--- src/rtl/cpl_rx_pkg.sv ---
package cpl_rx_pkg;
  typedef enum logic [1:0] {
    SZ_BYTE  = 2'b00,
    SZ_HALF  = 2'b01,
    SZ_WORD  = 2'b10,
    SZ_WORD2 = 2'b11
  } acc_size_e;

  localparam int unsigned STAT_W   = 3;
  localparam int unsigned STAT_LSB = 13;
  localparam logic [STAT_W-1:0] STAT_UNSEEN = 3'b001;
endpackage

--- src/rtl/cpl_poll_timer.sv ---
module cpl_poll_timer #(
  parameter int unsigned POLL_DIV   = 1250,
  parameter int unsigned POLL_LIMIT = 500
) (
  input  logic clk_i,
  input  logic rst_ni,
  input  logic restart_i,
  input  logic run_i,
  output logic expire_o
);
  localparam int unsigned CNT_W = $clog2(POLL_LIMIT + 1);
  localparam logic [CNT_W-1:0] CNT_LAST = CNT_W'(POLL_LIMIT - 1);

  logic [CNT_W-1:0] cnt_q;
  logic             tick;

  generate
    if (POLL_DIV > 1) begin : g_div
      localparam int unsigned DIV_W = $clog2(POLL_DIV);
      localparam logic [DIV_W-1:0] DIV_LAST = DIV_W'(POLL_DIV - 1);
      logic [DIV_W-1:0] div_q;
      assign tick = run_i && (div_q == DIV_LAST);
      always_ff @(posedge clk_i or negedge rst_ni) begin
        if (!rst_ni)        div_q <= '0;
        else if (restart_i) div_q <= '0;
        else if (run_i)     div_q <= (div_q == DIV_LAST) ? '0 : div_q + 1'b1;
      end
    end else begin : g_nodiv
      assign tick = run_i;
    end
  endgenerate

  assign expire_o = tick && (cnt_q == CNT_LAST);

  always_ff @(posedge clk_i or negedge rst_ni) begin
    if (!rst_ni)                         cnt_q <= '0;
    else if (restart_i)                  cnt_q <= '0;
    else if (tick && cnt_q != CNT_LAST)  cnt_q <= cnt_q + 1'b1;
  end

  // interval count never passes the limit while waiting
  a_r6_cnt_bound: assert property (@(posedge clk_i) disable iff (!rst_ni)
    run_i |-> cnt_q <= CNT_LAST);
endmodule

--- src/rtl/cpl_beat_tracker.sv ---
module cpl_beat_tracker
  import cpl_rx_pkg::*;
#(
  parameter int unsigned DW = 32
) (
  input  logic          clk_i,
  input  logic          rst_ni,
  input  logic          clear_i,
  input  logic          en_i,
  input  logic          valid_i,
  input  logic          sop_i,
  input  logic          eop_i,
  input  logic [DW-1:0] hi_i,
  output logic          hit_o,
  output logic          pass_o
);
  logic              open_q;
  logic [STAT_W-1:0] stat_q;
  logic [STAT_W-1:0] stat_eff;
  logic              take;

  assign take     = en_i && valid_i && (sop_i || eop_i || open_q);
  assign stat_eff = (take && sop_i) ? hi_i[STAT_LSB +: STAT_W] : stat_q;
  assign hit_o    = take && eop_i;
  assign pass_o   = (stat_eff == '0);

  always_ff @(posedge clk_i or negedge rst_ni) begin
    if (!rst_ni) begin
      open_q <= 1'b0;
      stat_q <= STAT_UNSEEN;
    end else if (clear_i) begin
      open_q <= 1'b0;
      stat_q <= STAT_UNSEEN;
    end else if (take) begin
      open_q <= !eop_i;
      if (sop_i) stat_q <= hi_i[STAT_LSB +: STAT_W];
    end
  end

  // a packet opens only on a start beat
  a_r2_open_needs_sop: assert property (@(posedge clk_i) disable iff (!rst_ni)
    $rose(open_q) |-> $past(valid_i && sop_i));
  // held status moves only on a start beat or a clear
  a_r3_stat_hold: assert property (@(posedge clk_i) disable iff (!rst_ni)
    !$stable(stat_q) |-> $past(clear_i || (valid_i && sop_i)));
endmodule

--- src/rtl/cpl_lane_align.sv ---
module cpl_lane_align
  import cpl_rx_pkg::*;
#(
  parameter int unsigned DW = 32
) (
  input  acc_size_e     size_i,
  input  logic [1:0]    offset_i,
  input  logic [DW-1:0] word_i,
  output logic [DW-1:0] res_o
);
  localparam int unsigned HW = DW / 2;
  localparam int unsigned NB = DW / 8;

  logic [7:0]    lane [NB];
  logic [HW-1:0] half [2];

  genvar gi;
  generate
    for (gi = 0; gi < NB; gi++) begin : g_lane
      assign lane[gi] = word_i[8*gi +: 8];
    end
    for (gi = 0; gi < 2; gi++) begin : g_half
      assign half[gi] = word_i[HW*gi +: HW];
    end
  endgenerate

  always_comb begin
    unique case (size_i)
      SZ_BYTE: res_o = DW'(lane[offset_i]);
      SZ_HALF: res_o = DW'(half[offset_i[1]]);
      default: res_o = word_i;
    endcase
  end

  // byte reads leave the upper lanes clear
  always_comb begin
    if (size_i == SZ_BYTE) a_r7_byte_zext: assert (res_o[DW-1:8] == '0);
  end
endmodule

--- src/rtl/cfg_cpl_rx.sv ---
module cfg_cpl_rx
  import cpl_rx_pkg::*;
#(
  parameter int unsigned DW         = 32,
  parameter int unsigned POLL_DIV   = 1250,
  parameter int unsigned POLL_LIMIT = 500
) (
  input  logic          clk_i,
  input  logic          rst_ni,
  input  logic          arm_i,
  input  logic [1:0]    size_i,
  input  logic [1:0]    offset_i,
  input  logic          beat_valid_i,
  input  logic          beat_sop_i,
  input  logic          beat_eop_i,
  input  logic [DW-1:0] beat_lo_i,
  input  logic [DW-1:0] beat_hi_i,
  output logic          done_o,
  output logic          ok_o,
  output logic [DW-1:0] data_o
);
  logic          busy_q;
  acc_size_e     size_q;
  logic [1:0]    off_q;
  logic          done_q, ok_q;
  logic [DW-1:0] data_q;

  logic          hit, pass, expire, finish, good;
  logic [DW-1:0] aligned;

  cpl_poll_timer #(.POLL_DIV(POLL_DIV), .POLL_LIMIT(POLL_LIMIT)) i_timer (
    .clk_i, .rst_ni,
    .restart_i (arm_i),
    .run_i     (busy_q),
    .expire_o  (expire)
  );

  cpl_beat_tracker #(.DW(DW)) i_track (
    .clk_i, .rst_ni,
    .clear_i (arm_i),
    .en_i    (busy_q && !arm_i),
    .valid_i (beat_valid_i),
    .sop_i   (beat_sop_i),
    .eop_i   (beat_eop_i),
    .hi_i    (beat_hi_i),
    .hit_o   (hit),
    .pass_o  (pass)
  );

  cpl_lane_align #(.DW(DW)) i_align (
    .size_i   (size_q),
    .offset_i (off_q),
    .word_i   (beat_lo_i),
    .res_o    (aligned)
  );

  assign finish = busy_q && !arm_i && (hit || expire);
  assign good   = hit && pass;  // closing beat wins over same-cycle expiry

  always_ff @(posedge clk_i or negedge rst_ni) begin
    if (!rst_ni) begin
      busy_q <= 1'b0;
      size_q <= SZ_WORD;
      off_q  <= '0;
      done_q <= 1'b0;
      ok_q   <= 1'b0;
      data_q <= '0;
    end else begin
      done_q <= finish;
      ok_q   <= finish && good;
      data_q <= (finish && good) ? aligned : '0;
      if (arm_i) begin
        busy_q <= 1'b1;
        size_q <= acc_size_e'(size_i);
        off_q  <= offset_i;
      end else if (finish) begin
        busy_q <= 1'b0;
      end
    end
  end

  assign done_o = done_q;
  assign ok_o   = ok_q;
  assign data_o = data_q;

  // result strobe lasts one cycle
  a_r4_done_pulse: assert property (@(posedge clk_i) disable iff (!rst_ni)
    done_o |=> !done_o);
  // pass flag only with the strobe
  a_r4_ok_with_done: assert property (@(posedge clk_i) disable iff (!rst_ni)
    ok_o |-> done_o);
  // failure returns zero data
  a_r9_fail_zero: assert property (@(posedge clk_i) disable iff (!rst_ni)
    (done_o && !ok_o) |-> data_o == '0);
  // no result without a running wait
  a_r9_idle_quiet: assert property (@(posedge clk_i) disable iff (!rst_ni)
    !busy_q |=> !done_o);
  // expiry ends the wait
  a_r6_expire_ends: assert property (@(posedge clk_i) disable iff (!rst_ni)
    (expire && !arm_i) |=> (done_o && !busy_q));
endmodule

--- config.mk ---
export PLATFORM = sky130hd
export DESIGN_NAME = cfg_cpl_rx
export DESIGN_NICKNAME = d
export VERILOG_FILES = /design/src/rtl/cpl_rx_pkg.sv /design/src/rtl/cpl_poll_timer.sv /design/src/rtl/cpl_beat_tracker.sv /design/src/rtl/cpl_lane_align.sv /design/src/rtl/cfg_cpl_rx.sv
export SDC_FILE = /design/constraint.sdc
export NUM_CORES = 1
export LEC_CHECK = 0
export BUFFER_PORTS_ARGS = -buffer_cell sky130_fd_sc_hd__buf_2
export CORE_MARGIN = 3
export CORE_UTILIZATION = 50
export DETAILED_ROUTE_END_ITERATION = 10
export HOLD_SLACK_MARGIN = 0.15
export PLACE_DENSITY = 0.77
export SYNTH_ARGS = -nofsm -noshare
export SYNTH_HDL_FRONTEND = slang
export SYNTH_HIERARCHICAL = 1
export SYNTH_SLANG_ARGS = --single-unit
--- constraint.sdc ---
create_clock -name clk_i -period 2.3 [get_ports clk_i]
set_clock_uncertainty 0.05 [all_clocks]
set_input_delay 0.23 -clock clk_i [delete_from_list [all_inputs] [get_ports clk_i]]
set_output_delay 0.23 -clock clk_i [all_outputs]
set_load 0.005 [all_outputs]
==> impl_metrics.toml <==
[power_and_ir_drop]
p_total_mw = 2.47
irDropWorstVdd_uv = 412
leakage_nw = 1.92
powerDensity_nw_per_um2 = 628

[synth]
syn_nets = 369
synthTopCellsByArea = "dfrtp_1 47%, and2_1 7.2%, mux2i_1 4.1%, and2_2 2.8%, a221o_1 2.5%"
synth_warnings = 6
synth_cells = 292
yosysTopAreaCell = "dfrtp_1"
synth_top_area_share_pct = 46.9
synth.avg_cell_area_sq_um = 11.0
synthesis.area_sq_um = 3200
ys_async_sr_fraction_pct = 100
ys_seq_elements = 62
synth_edf_count = 0
ys.flop_type = "dfrtp_1"
ys_seq_area_share_pct = 48.6
ys_types = 55

[die]
die_h_um = 86.0
row_count = 28
coreArea_sq_um = 6060
pin_count = 108
initial_utilization_pct = 52.8
die_area_sq_um = 7400
die_x_um = 86.0

[global_route]
grt_max_degree = 37
grt_pass1_wl_um = 11700
grt_pass1_vias = 2524
gr-total-overflow = 0
grt.total_usage_pct = 20.2
antenna_found_initial = 0

[placed_design]
post_dp_cell_area_sq_um = 3630
place_inst = 437
port_buffers = 78
gp_congestion = 0.811
dp_hpwl_um = 4980
post-place-ws_ps = 424

[hold_path]
min_path_type = "in2reg"
hold_depth = 3

[detailed_routing]
vias_per_cell = 5.36
drtIter0Drc = 123
drc_errors = 0
drt-total-wl_um = 6930
wl_per_cell_um = 15.0
vias = 2470
first_pass_iters = 4
antenna_left = 0

[sta]
fin_crit_sh_pct = 82.4
fin_tns_setup_ps = 0
fmax_mhz = 528
rsz0062_at_grt = "no"
setup_violations = 0
relSlewSlack_pct = 57.8
hold_violations = 0
min_period_ps = 1890
hold_ws_ps = 168
slew_viol_final = 0
tightest_slew_ps = 633
setup_ws_ps = 406

[clocking]
clk_pin_slew_ps = 70
cts_setup_buffers = 0
clk_latency_ps = 330
htree_num_levels = 3
cts_resized = 0
cts_sinks = 62
cts_hold_buf = 8
clk_path_buf_depth = 2
cts_tree = "done"
root_buffer = "clkbuf_8"
numCtsBuffers = 9

[final_layout]
layout_common_cells = "78 x buf_2, 60 x dfrtp_1, 37 x and2_1"
area_growth_pct = 22.9
stdcell_area_sq_um = 3930
layout.nets = 458
regArea_sq_um = 1550
final_common_cell = "buf_2"
final_cells = 461
nFillCells = 502
antenna_cells = 0
multi_input_area_sq_um = 1530
drive_above_1_share_pct = 37.8
finish.utilization_pct = 64.9

[critical_path]
crit_path_max_fanout = 8
arrival_ps = 2100
worstPathRequired_ps = 2510
reg2reg_depth = 6
cp-start-kind = "flop"
crit_type = "reg2reg"
cp-end-kind = "flop"

[outcome]
status = "completed"

[job]
cap_viol_max_count = 0
[area by class of cell]
type	instances	share of cell area, %
tap	75	2.39
multi-input combinational	213	38.8
sequential	62	39.5
clock buffer	10	3.50
inverter	4	0.382
timing repair buffer	91	13.2
clock inverter	6	2.16
[worst paths after layout]
path / endpoint / slack, ps / from
min in group asynchronous: i_timer/g_div.div_q[5] / 400 / rst_ni
setup / recovery: i_timer/cnt_q[6] / 410 / i_timer/g_div.div_q[1]
hold / removal: data_o[6] / 170 / beat_lo_i[6]
setup reg to reg: i_timer/cnt_q[6] / 410 / i_timer/g_div.div_q[1]
hold reg to reg: i_track/stat_q[0] / 470 / i_track/stat_q[0]
max in group asynchronous: data_o[21] / 1190 / rst_ni
[power by group]
group	switching [mW]	total [mW]	internal, mW
registers	0.0238	1.13	1.11
clock network	0.425	1.06	0.635
logic	0.137	0.276	0.139
total	0.586	2.47	1.88
[critical path: stages (launching register included)]
cell	delay [ps]
dfrtp_1	430
inv_1	80
ha_1	140
and4bb_2	330
nand3_4	140
or4_1	500
a21oi_1	150
[metal layers]
layer | track usage, % | up-vias | routed length [um]
met1 | 24.6 | 1197 | 2970
met2 | 33.7 | 58 | 3470
li1 | - | 1207 | -
met5 | 0 | - | 0
met3 | 5.67 | 8 | 412
met4 | 8.20 | 0 | 78
[state kept, by name, summed over array words and instances (netlist names)]
register,cells
busy_q,1
data_o,32
done_o,1
i_timer/cnt_q,9
i_timer/g_div.div_q,11
i_track/stat_q,3
off_q,2
ok_o,1
size_q,2
[cell usage after synthesis (all sizes together) (4+ instances only)]
cell	n
nand2b	10
a221o	8
mux2i	13
dfrtp	60
inv	4
mux2	6
nand3	9
and2	49
nand2	14
a22o	8
or4	4
o21ai	8
a21oi	11
buf	8
nor2b	6
nor3	5
nand4	6
nor2	20
clkbuf	5
[cell families after synthesis]
group,after synthesis,share of synthesized area (%)
and+or+nand+nor,142,28.7
adders and majority gates,3,1.17
DFF,62,48.6
xor gates and xnor gates,3,0.821
AOI/OAI and AO/OA,46,10.7
buffers and inverters,17,3.75
muxes,19,6.29
Power figures use the tool's default switching activity.
